### config.mk
export PLATFORM = sky130hd
export DESIGN_NAME = atd_rom
export DESIGN_NICKNAME = d
export VERILOG_FILES = /design/src/rtl/atd_rom_pkg.sv /design/src/rtl/atd_rom_edge.sv /design/src/rtl/atd_rom_seq.sv /design/src/rtl/atd_rom_gate.sv /design/src/rtl/atd_rom.sv
export SDC_FILE = /design/constraint.sdc
export NUM_CORES = 1
export LEC_CHECK = 0
export BUFFER_PORTS_ARGS = -buffer_cell sky130_fd_sc_hd__buf_2
export CORE_MARGIN = 3
export CORE_UTILIZATION = 50
export DETAILED_ROUTE_END_ITERATION = 7
export HOLD_SLACK_MARGIN = 0.02
export MAX_ROUTING_LAYER = met4
export PLACE_DENSITY_LB_ADDON = 0.3
export SETUP_SLACK_MARGIN = 0.5
export SYNTH_ARGS = -nofsm -noshare
export SYNTH_HDL_FRONTEND = slang
export SYNTH_SLANG_ARGS = --single-unit
### constraint.sdc
create_clock -name clk -period 8.3 [get_ports clk]
set_input_delay 0.415 -clock clk [delete_from_list [all_inputs] [get_ports clk]]
set_output_delay 0.415 -clock clk [all_outputs]
set_load 0.02 [all_outputs]
### src/rtl/atd_rom_pkg.sv
package atd_rom_pkg;

  // Round a nanosecond delay up to whole clock cycles, never below one.
  function automatic int ns_to_cyc(input int ns, input int per);
    int c;
    c = (ns + per - 1) / per;
    return (c < 1) ? 1 : c;
  endfunction

  // Array contents as an arithmetic mix of the address bits.
  function automatic logic [31:0] rom_mix(input logic [31:0] a);
    logic [31:0] v;
    v = (a * 32'd29) + (a >> 8) + ((a >> 16) * 32'd90);
    return v ^ 32'h0000_00A5;
  endfunction

endpackage

### src/rtl/atd_rom_edge.sv
module atd_rom_edge #(
  parameter int ADDR_W  = 17,
  parameter bit CE_HIGH = 1'b0,
  parameter bit OE_HIGH = 1'b0
) (
  input  logic              clk,
  input  logic              rst_n,
  input  logic [ADDR_W-1:0] addr_i,
  input  logic              ce_pin_i,
  input  logic              oe_pin_i,
  output logic [ADDR_W-1:0] addr_q,
  output logic              ce_q,
  output logic              oe_q,
  output logic              trig_q
);
  logic ce_act, oe_act, primed;

  // Polarity normalisation chosen at build time.
  generate
    if (CE_HIGH) begin : g_ce_hi
      assign ce_act = ce_pin_i;
    end else begin : g_ce_lo
      assign ce_act = ~ce_pin_i;
    end
    if (OE_HIGH) begin : g_oe_hi
      assign oe_act = oe_pin_i;
    end else begin : g_oe_lo
      assign oe_act = ~oe_pin_i;
    end
  endgenerate

  // First sample after reset only primes the history; no access starts.
  always_ff @(posedge clk or negedge rst_n) begin
    if (!rst_n) begin
      addr_q <= '0;
      ce_q   <= 1'b0;
      oe_q   <= 1'b0;
      primed <= 1'b0;
      trig_q <= 1'b0;
    end else begin
      addr_q <= addr_i;
      ce_q   <= ce_act;
      oe_q   <= oe_act;
      primed <= 1'b1;
      trig_q <= primed && ((addr_i != addr_q) || (ce_act != ce_q));
    end
  end

endmodule

### src/rtl/atd_rom_seq.sv
module atd_rom_seq #(
  parameter int ADDR_W   = 17,
  parameter int DATA_W   = 8,
  parameter int ACC_CYC  = 10,
  parameter int HOLD_CYC = 2
) (
  input  logic              clk,
  input  logic              rst_n,
  input  logic              trig_i,
  input  logic [ADDR_W-1:0] addr_i,
  output logic [DATA_W-1:0] data_o,
  output logic              word_ok_o
);
  localparam int CW = $clog2(ACC_CYC + 1);

  logic [CW-1:0]     acc_cnt, hold_cnt;
  logic [ADDR_W-1:0] lat_addr;
  logic [31:0]       mix;
  logic [DATA_W-1:0] word;

  always_comb begin
    mix  = atd_rom_pkg::rom_mix(32'(lat_addr));
    word = mix[DATA_W-1:0];
  end

  always_ff @(posedge clk or negedge rst_n) begin
    if (!rst_n) begin
      acc_cnt   <= '0;
      hold_cnt  <= '0;
      lat_addr  <= '0;
      data_o    <= '0;
      word_ok_o <= 1'b0;
    end else if (trig_i) begin
      lat_addr <= addr_i;
      acc_cnt  <= CW'(ACC_CYC - 1);
      hold_cnt <= CW'(HOLD_CYC - 1);
      if (HOLD_CYC == 1) word_ok_o <= 1'b0;
    end else begin
      if (hold_cnt != '0) begin
        if (hold_cnt == CW'(1)) word_ok_o <= 1'b0;
        hold_cnt <= hold_cnt - 1'b1;
      end
      if (acc_cnt != '0) begin
        if (acc_cnt == CW'(1)) begin
          data_o    <= word;
          word_ok_o <= 1'b1;
        end
        acc_cnt <= acc_cnt - 1'b1;
      end
    end
  end

  // a word becomes ready only as the access count expires
  p_ready_at_expiry_r3: assert property (@(posedge clk) disable iff (!rst_n)
    $rose(word_ok_o) |-> $past(acc_cnt) == CW'(1));

  // every detected transition reloads the access count
  p_restart_r7: assert property (@(posedge clk) disable iff (!rst_n)
    trig_i |=> acc_cnt == CW'(ACC_CYC - 1));

  // no access starts without a transition
  p_idle_no_edge_r5: assert property (@(posedge clk) disable iff (!rst_n)
    (acc_cnt == '0 && !trig_i) |=> acc_cnt == '0);

endmodule

### src/rtl/atd_rom_gate.sv
module atd_rom_gate #(
  parameter int DATA_W  = 8,
  parameter int OEA_CYC = 4,
  parameter int DIS_CYC = 3
) (
  input  logic              clk,
  input  logic              rst_n,
  input  logic              ce_q,
  input  logic              oe_q,
  input  logic              word_ok_i,
  input  logic [DATA_W-1:0] word_i,
  output logic [DATA_W-1:0] data_o,
  output logic              valid_o,
  output logic              drive_o,
  output logic              standby_o
);
  localparam int OW = $clog2(OEA_CYC + 1);
  localparam int DW = $clog2(DIS_CYC + 1);

  logic          both, both_d, oe_ok;
  logic [OW-1:0] oe_cnt;
  logic [DW-1:0] dis_cnt;

  assign both = ce_q & oe_q;

  always_ff @(posedge clk or negedge rst_n) begin
    if (!rst_n) begin
      both_d  <= 1'b0;
      oe_cnt  <= '0;
      oe_ok   <= 1'b0;
      dis_cnt <= '0;
    end else begin
      both_d <= both;
      if (both && !both_d) begin
        oe_cnt  <= OW'(OEA_CYC - 1);
        oe_ok   <= (OEA_CYC == 1);
        dis_cnt <= '0;
      end else if (!both && both_d) begin
        oe_cnt  <= '0;
        oe_ok   <= 1'b0;
        dis_cnt <= oe_ok ? DW'(DIS_CYC - 1) : '0;
      end else begin
        if (oe_cnt != '0) begin
          if (oe_cnt == OW'(1)) oe_ok <= 1'b1;
          oe_cnt <= oe_cnt - 1'b1;
        end
        if (dis_cnt != '0) dis_cnt <= dis_cnt - 1'b1;
      end
    end
  end

  assign drive_o   = oe_ok | (dis_cnt != '0);
  assign data_o    = drive_o ? word_i : '0;
  assign valid_o   = word_ok_i & oe_ok & both;
  assign standby_o = ~ce_q;

  // a valid word is always being driven
  p_valid_drives_r10: assert property (@(posedge clk) disable iff (!rst_n)
    valid_o |-> drive_o);

  // drive is off once the disable window has ended
  p_window_closed_r11: assert property (@(posedge clk) disable iff (!rst_n)
    (!both && !both_d && dis_cnt == '0) |-> !drive_o);

  // standby never coexists with valid data
  p_standby_quiet_r8: assert property (@(posedge clk) disable iff (!rst_n)
    standby_o |-> !valid_o);

endmodule

### src/rtl/atd_rom.sv
module atd_rom #(
  parameter int ADDR_W         = 17,
  parameter int DATA_W         = 8,
  parameter bit CE_ACTIVE_HIGH = 1'b0,
  parameter bit OE_ACTIVE_HIGH = 1'b0,
  parameter int CLK_NS         = 10,
  parameter int ACC_NS         = 100,
  parameter int OE_NS          = 40,
  parameter int HOLD_NS        = 20,
  parameter int DIS_NS         = 30
) (
  input  logic              clk,
  input  logic              rst_n,
  input  logic [ADDR_W-1:0] addr_i,
  input  logic              ce_i,
  input  logic              oe_i,
  output logic [DATA_W-1:0] data_o,
  output logic              data_valid_o,
  output logic              drive_en_o,
  output logic              standby_o
);
  localparam int ACC_CYC  = atd_rom_pkg::ns_to_cyc(ACC_NS, CLK_NS);
  localparam int OEA_CYC  = atd_rom_pkg::ns_to_cyc(OE_NS, CLK_NS);
  localparam int HOLD_CYC = atd_rom_pkg::ns_to_cyc(HOLD_NS, CLK_NS);
  localparam int DIS_CYC  = atd_rom_pkg::ns_to_cyc(DIS_NS, CLK_NS);

  logic [ADDR_W-1:0] addr_q;
  logic              ce_q, oe_q, trig;
  logic [DATA_W-1:0] word;
  logic              word_ok;

  atd_rom_edge #(.ADDR_W(ADDR_W), .CE_HIGH(CE_ACTIVE_HIGH), .OE_HIGH(OE_ACTIVE_HIGH)) u_edge (
    .clk(clk), .rst_n(rst_n), .addr_i(addr_i), .ce_pin_i(ce_i), .oe_pin_i(oe_i),
    .addr_q(addr_q), .ce_q(ce_q), .oe_q(oe_q), .trig_q(trig)
  );

  atd_rom_seq #(.ADDR_W(ADDR_W), .DATA_W(DATA_W), .ACC_CYC(ACC_CYC), .HOLD_CYC(HOLD_CYC)) u_seq (
    .clk(clk), .rst_n(rst_n), .trig_i(trig), .addr_i(addr_q),
    .data_o(word), .word_ok_o(word_ok)
  );

  atd_rom_gate #(.DATA_W(DATA_W), .OEA_CYC(OEA_CYC), .DIS_CYC(DIS_CYC)) u_gate (
    .clk(clk), .rst_n(rst_n), .ce_q(ce_q), .oe_q(oe_q), .word_ok_i(word_ok), .word_i(word),
    .data_o(data_o), .valid_o(data_valid_o), .drive_o(drive_en_o), .standby_o(standby_o)
  );

  // Checker state: has any transition been seen since reset.
  logic seen_edge;
  always_ff @(posedge clk or negedge rst_n) begin
    if (!rst_n) seen_edge <= 1'b0;
    else if (trig) seen_edge <= 1'b1;
  end

  // no valid word before the first transition
  p_powerup_invalid_r2: assert property (@(posedge clk) disable iff (!rst_n)
    !seen_edge |-> !data_valid_o);

endmodule

After elaboration in Yosys (flattened, before gate mapping)
Index checks and enable logic that the tools add are counted.

storage, ports and cells
  output and inout bits = 11
  flip-flop bits (word level) = 62
  memories kept = 0
  bits of input ports = 21
  ROM bits = 0
  RAM bits = 0
  latch bits = 0
  logic and storage cells = 73

operators by class
  magnitude comparators = 0
  bitwise gates (word level) = 9
  multipliers = 2
  divide/modulo/power cells = 0
  add/sub/neg operators = 6
  reductions and logical operators = 17
  muxes and demuxes = 20
  eq/ne operators = 5
  shift operators = 0

operator list
  cell                    count
  $mul A17 B5 Y8 const B  1
  $ne A17 B17 Y1          1
  $add A8 B8 Y8           2
  $mux W4                 4
  $reduce_bool A3 Y1      4
  $mux W3                 3
  $eq A4 B1 Y1 const B    2
  $mux W1                 8
  $mux W2                 4
  $mux W8                 1
  $reduce_bool A4 Y1      2
  $sub A4 B1 Y4 const B   2
  $mul A1 B6 Y7 const B   1
  $reduce_bool A2 Y1      3
  $not A1 Y1              4
  $not A4 Y4              1
  $and A1 B1 Y1           3
  $eq A3 B1 Y1 const B    1
  $logic_and A1 B1 Y1     3
  $reduce_and A3 Y1       1
  $sub A3 B1 Y3 const B   1
  $logic_not A1 Y1        2
  $reduce_and A2 Y1       1
  $sub A2 B1 Y2 const B   1
  other kinds (3)         3

Longest topological paths before layout
  depth in word-level cells = 5
  mapped depth = 14
  mapped depth without buffers = 14

Modules after synthesis
A second synthesis with hierarchy kept.

second synthesis, totals
  cell total of the unflattened synthesis = 311
  area total of the unflattened synthesis = 3437.0 um^2

by module, submodules not included
  module        instances  seq. area each (um^2)  cells each  area each (um^2)
  atd_rom_seq   1          850.8                  213         2205.9
  atd_rom_edge  1          525.5                  48          735.7
  atd_rom_gate  1          175.2                  50          495.5

Worst setup path before layout
OpenSTA, ideal clock, no wires.

  path kind = reg2reg
  start = register u_seq.lat_addr[1]
  end = register u_seq.data_o[7]
  period minus slack after synthesis = 3.547 ns
  cell stages (with the launch flop) = 15
  required time = 8.173 ns
  buffers on the path = 0
  arrival time = 3.420 ns
  slack = 4.753 ns
  library setup time = 0.127 ns
  cells stage by stage = dfrtp_1 > inv_1 > fa_1 > inv_1 > fa_1 > fa_1 > inv_1 > fa_1 > inv_1 > ha_1 > o21ai_1 > o21bai_1 > a21oi_2 > xnor2_1 > o21ai_1

between the ends
  word-level cells in the longest chain between the ends = 4

ends and longest elaborated chain
  element                     RTL line           source
  start: declaration          atd_rom_seq.sv:17  logic [ADDR_W-1:0] lat_addr;
  start signal: assignment    atd_rom_seq.sv:34  lat_addr <= addr_i;
  $mul A17 B5 Y8              atd_rom_pkg.sv:13  v = (a * 32'd29) + (a >> 8) + ((a >> 16) * 32'd90);
  $add A8 B8 Y8 (2 in a row)  atd_rom_pkg.sv:13
  $not A4 Y4 (no line)        --
  end signal: assignment      atd_rom_seq.sv:45  data_o <= word;
  end: declaration            atd_rom_seq.sv:11  output logic [DATA_W-1:0] data_o,

No other way between the ends.
A chain may end at the register's enable or synchronous reset.

Worst setup path in the final report
Same ends and word-level chain as after synthesis.

==> results.ini <==
[outcome]
status = finished clean

[critical_path]
startpoint_type = flop
regToRegSetupSlack_ns = 4.53
r2r_cells = 14
path_max_fanout = 4
critPathArrivalTime_ns = 3.96
cp.required_ns = 8.49
reg2reg_to = u_seq.data_o[7]$_DFFE_PN0P_
critPathKind = flop to flop
r2r-start = u_seq.lat_addr[1]$_DFFE_PN0P_
end_kind = flop

[placement]
place_hpwl_um = 4140
dpl-instance-area_um2 = 3630
numPortBuffers = 31
gp_congestion = 0.863

[clock_tree]
clock-sinks = 62
hold_buffers = 0
clkTransAtPathRegs_ns = 0.07
cts_resized = 0
cts_setup_buffers = 0
cts_root_buffer = clkbuf_8
cts_buffer_depth = 2
clk_latency_ns = 0.33
htreeDepth = 3
tritoncts = yes
cts_inserted_buffers = 9

[global_route]
grt_pass1_wl_um = 9600
grtUsageMet2_pct = 24.7
antenna_found_initial = 0
met3_usage_pct = 3.07
grtUsageMet1_pct = 21.9
first_global_vias = 2143
grt_max_degree = 63
grt_busiest_layer = met2
grt_usage_pct = 16.7
grt-ovfl-total = 0

[synth]
yosysMostFrequentCell = dfrtp_1
synth_area_leaders = dfrtp_1 46%, ha_1 11%, fa_1 8.3%
synthArstFlopShare_pct = 100
ys_ff_latch = 62
synth.avg_cell_area_um2 = 11.0
synth-main-ff-cell = dfrtp_1
yosysWarnings = 0
yosysTopAreaCell = dfrtp_1
syn_inst = 308
syn-num-nets = 373
synth_commonest_cells = 62 x dfrtp_1, 50 x inv_1, 30 x ha_1, 23 x nand2_1
synth_area_um2 = 3390
synth_edf_count = 0
netlist.area_leader.share_pct = 45.8
yosysUniqueCellTypes = 33
ys_seq_area_share_pct = 45.8

[drt]
drt-pass1-iter-count = 4
wirelength_um = 5440
wl_per_cell_um = 12.7
routed_via_density = 4.89
num_vias = 2094
drt_iter0_drc = 74
ant_nets = 0
drc = 0

[floorplan]
die_x_um = 88.3
dieArea_um2 = 7800
rows = 29
core_area_um2 = 6460
start_util_pct = 52.4
die_h_um = 88.3
ios = 32

[sta]
slew_headroom_pct = 48.5
setup_violations = 0
hold_viol_final = 0
clock_skew_ns = 0.00674
fin_setup_tns_ns = 0
post-route-period-util_pct = 45.4
final.min_clock_period_ns = 3.77
slew_violations = 0
fmax_mhz = 265
worstMarginPinSlew_ns = 0.773
rsz0062_at_grt = false

[min_path]
hold_path_depth = 1
min_from = addr_i[1]
hold_class = input pin to flop
min_to = u_edge.addr_q[1]$_DFF_PN0_

[power]
peakVddDrop_uv = 143
p_total_w = 0.00119
power_density_nw_per_um2 = 309
p_leak_nw = 1.93

[run]
maxCapViolations = 0

[layout]
drive_gt1_share_pct = 16.8
area_growth_syn_to_layout_pct = 13.2
design_area_um2 = 3830
nets = 411
diodes = 0
nFillCells = 548

-- area by class of cell --
class                   instances  area (um^2)  area share [%]
repair buffers                 33          170            4.44
inverters                      50          188            4.90
flip-flops and latches         62         1550            40.5
multi-input cells             190         1630            42.4
clock buffers                  13          159            4.15
well taps                      77         96.3            2.51
clock inverters                 3         42.5            1.11
-- routing by layer --
metal,part of all wire (%),routed length [um]
met1,48,2620
met2,47,2530
met4,1.9,105
met3,3.4,185
met5,0,0
-- through the flow --
step | setup WS (ns) | hold WS, ns | utilization [%] | std cells
final | 4.53 | 0.211 | 59.3 | 428
after CTS | 4.49 | 0.195 | 59.3 | 428
after global placement | 4.66 | 0.454 | 56.2 | 412
after global routing | 4.30 | 0.196 | 59.3 | 428
after detailed placement | 4.53 | 0.471 | 56.2 | 412
after floorplan | 4.75 | 0.119 | - | 308
-- critical path, cell delays in order (launching register included) --
cell	delay (ns)
dfrtp_1	0.41
inv_1	0.10
fa_1	0.55
inv_1	0.06
fa_1	0.48
fa_1	0.54
inv_1	0.05
fa_1	0.49
inv_1	0.05
ha_1	0.33
o21ai_1	0.09
o21bai_1	0.17
a21oi_2	0.08
xnor2_1	0.15
o21ai_1	0.07
-- cells by family (layout without fill, tap and decap cells) --
group	after synthesis	in the layout	share of synthesized area (%)
adder cells (fa/ha/maj)	44	44	19.4
AND/OR/NAND/NOR	61	61	8.20
multiplexers	14	14	4.54
flip-flops	62	62	45.8
XOR/XNOR	34	34	9.42
other	1	1	0.111
AO/OA/AOI/OAI	36	36	6.35
buffers and inverters	56	99	6.21
-- worst max path at each step --
stage,from,end,cells after the start
finish,u_seq.lat_addr[1]$_DFFE_PN0P_,u_seq.data_o[7]$_DFFE_PN0P_,14
global route,u_seq.lat_addr[2]$_DFFE_PN0P_,u_seq.data_o[7]$_DFFE_PN0P_,14
floorplan,u_seq.lat_addr[1]$_DFFE_PN0P_,u_seq.data_o[7]$_DFFE_PN0P_,14
detailed placement,u_seq.lat_addr[2]$_DFFE_PN0P_,u_seq.data_o[7]$_DFFE_PN0P_,14
global placement,u_seq.lat_addr[1]$_DFFE_PN0P_,u_seq.data_o[7]$_DFFE_PN0P_,14
CTS,u_seq.lat_addr[2]$_DFFE_PN0P_,u_seq.data_o[7]$_DFFE_PN0P_,14
-- placed cells by master (no fill, tap or decap), types with 2 or more instances in the layout --
cell type,count
buf_4,2
buf_2,31
xor2_1,16
nor2_1,15
nor4_1,3
o21ai_1,6
ha_1,30
a21o_1,2
xnor2_1,16
o21bai_1,3
and2_1,8
dfrtp_1,62
clkbuf_1,2
nand3_1,3
clkbuf_8,11
nor3_1,4
inv_1,50
nand2_1,23
o21ai_0,10
mux2_2,10
a211oi_1,4
a21oi_1,8
mux2i_1,3
fa_1,14
-- power breakdown --
group,internal [W],switching (W)
Combinational,0.000241,0.000280
Clock,0.000155,0.000110
Sequential,0.000361,0.0000395
-- sequential cells by signal, summed over array words and instances, names as in the netlist --
name / flops
u_gate.dis_cnt: 2
u_seq.lat_addr: 17
u_gate.oe_cnt: 3
u_edge.trig_q: 1
u_seq.hold_cnt: 4
u_edge.addr_q: 17
u_edge.primed: 1
u_edge.ce_q: 1
u_seq.acc_cnt: 4
u_gate.both_d: 1
u_seq.data_o: 8
u_seq.word_ok_o: 1
u_edge.oe_q: 1
u_gate.oe_ok: 1
Power figures use the tool's default switching activity.
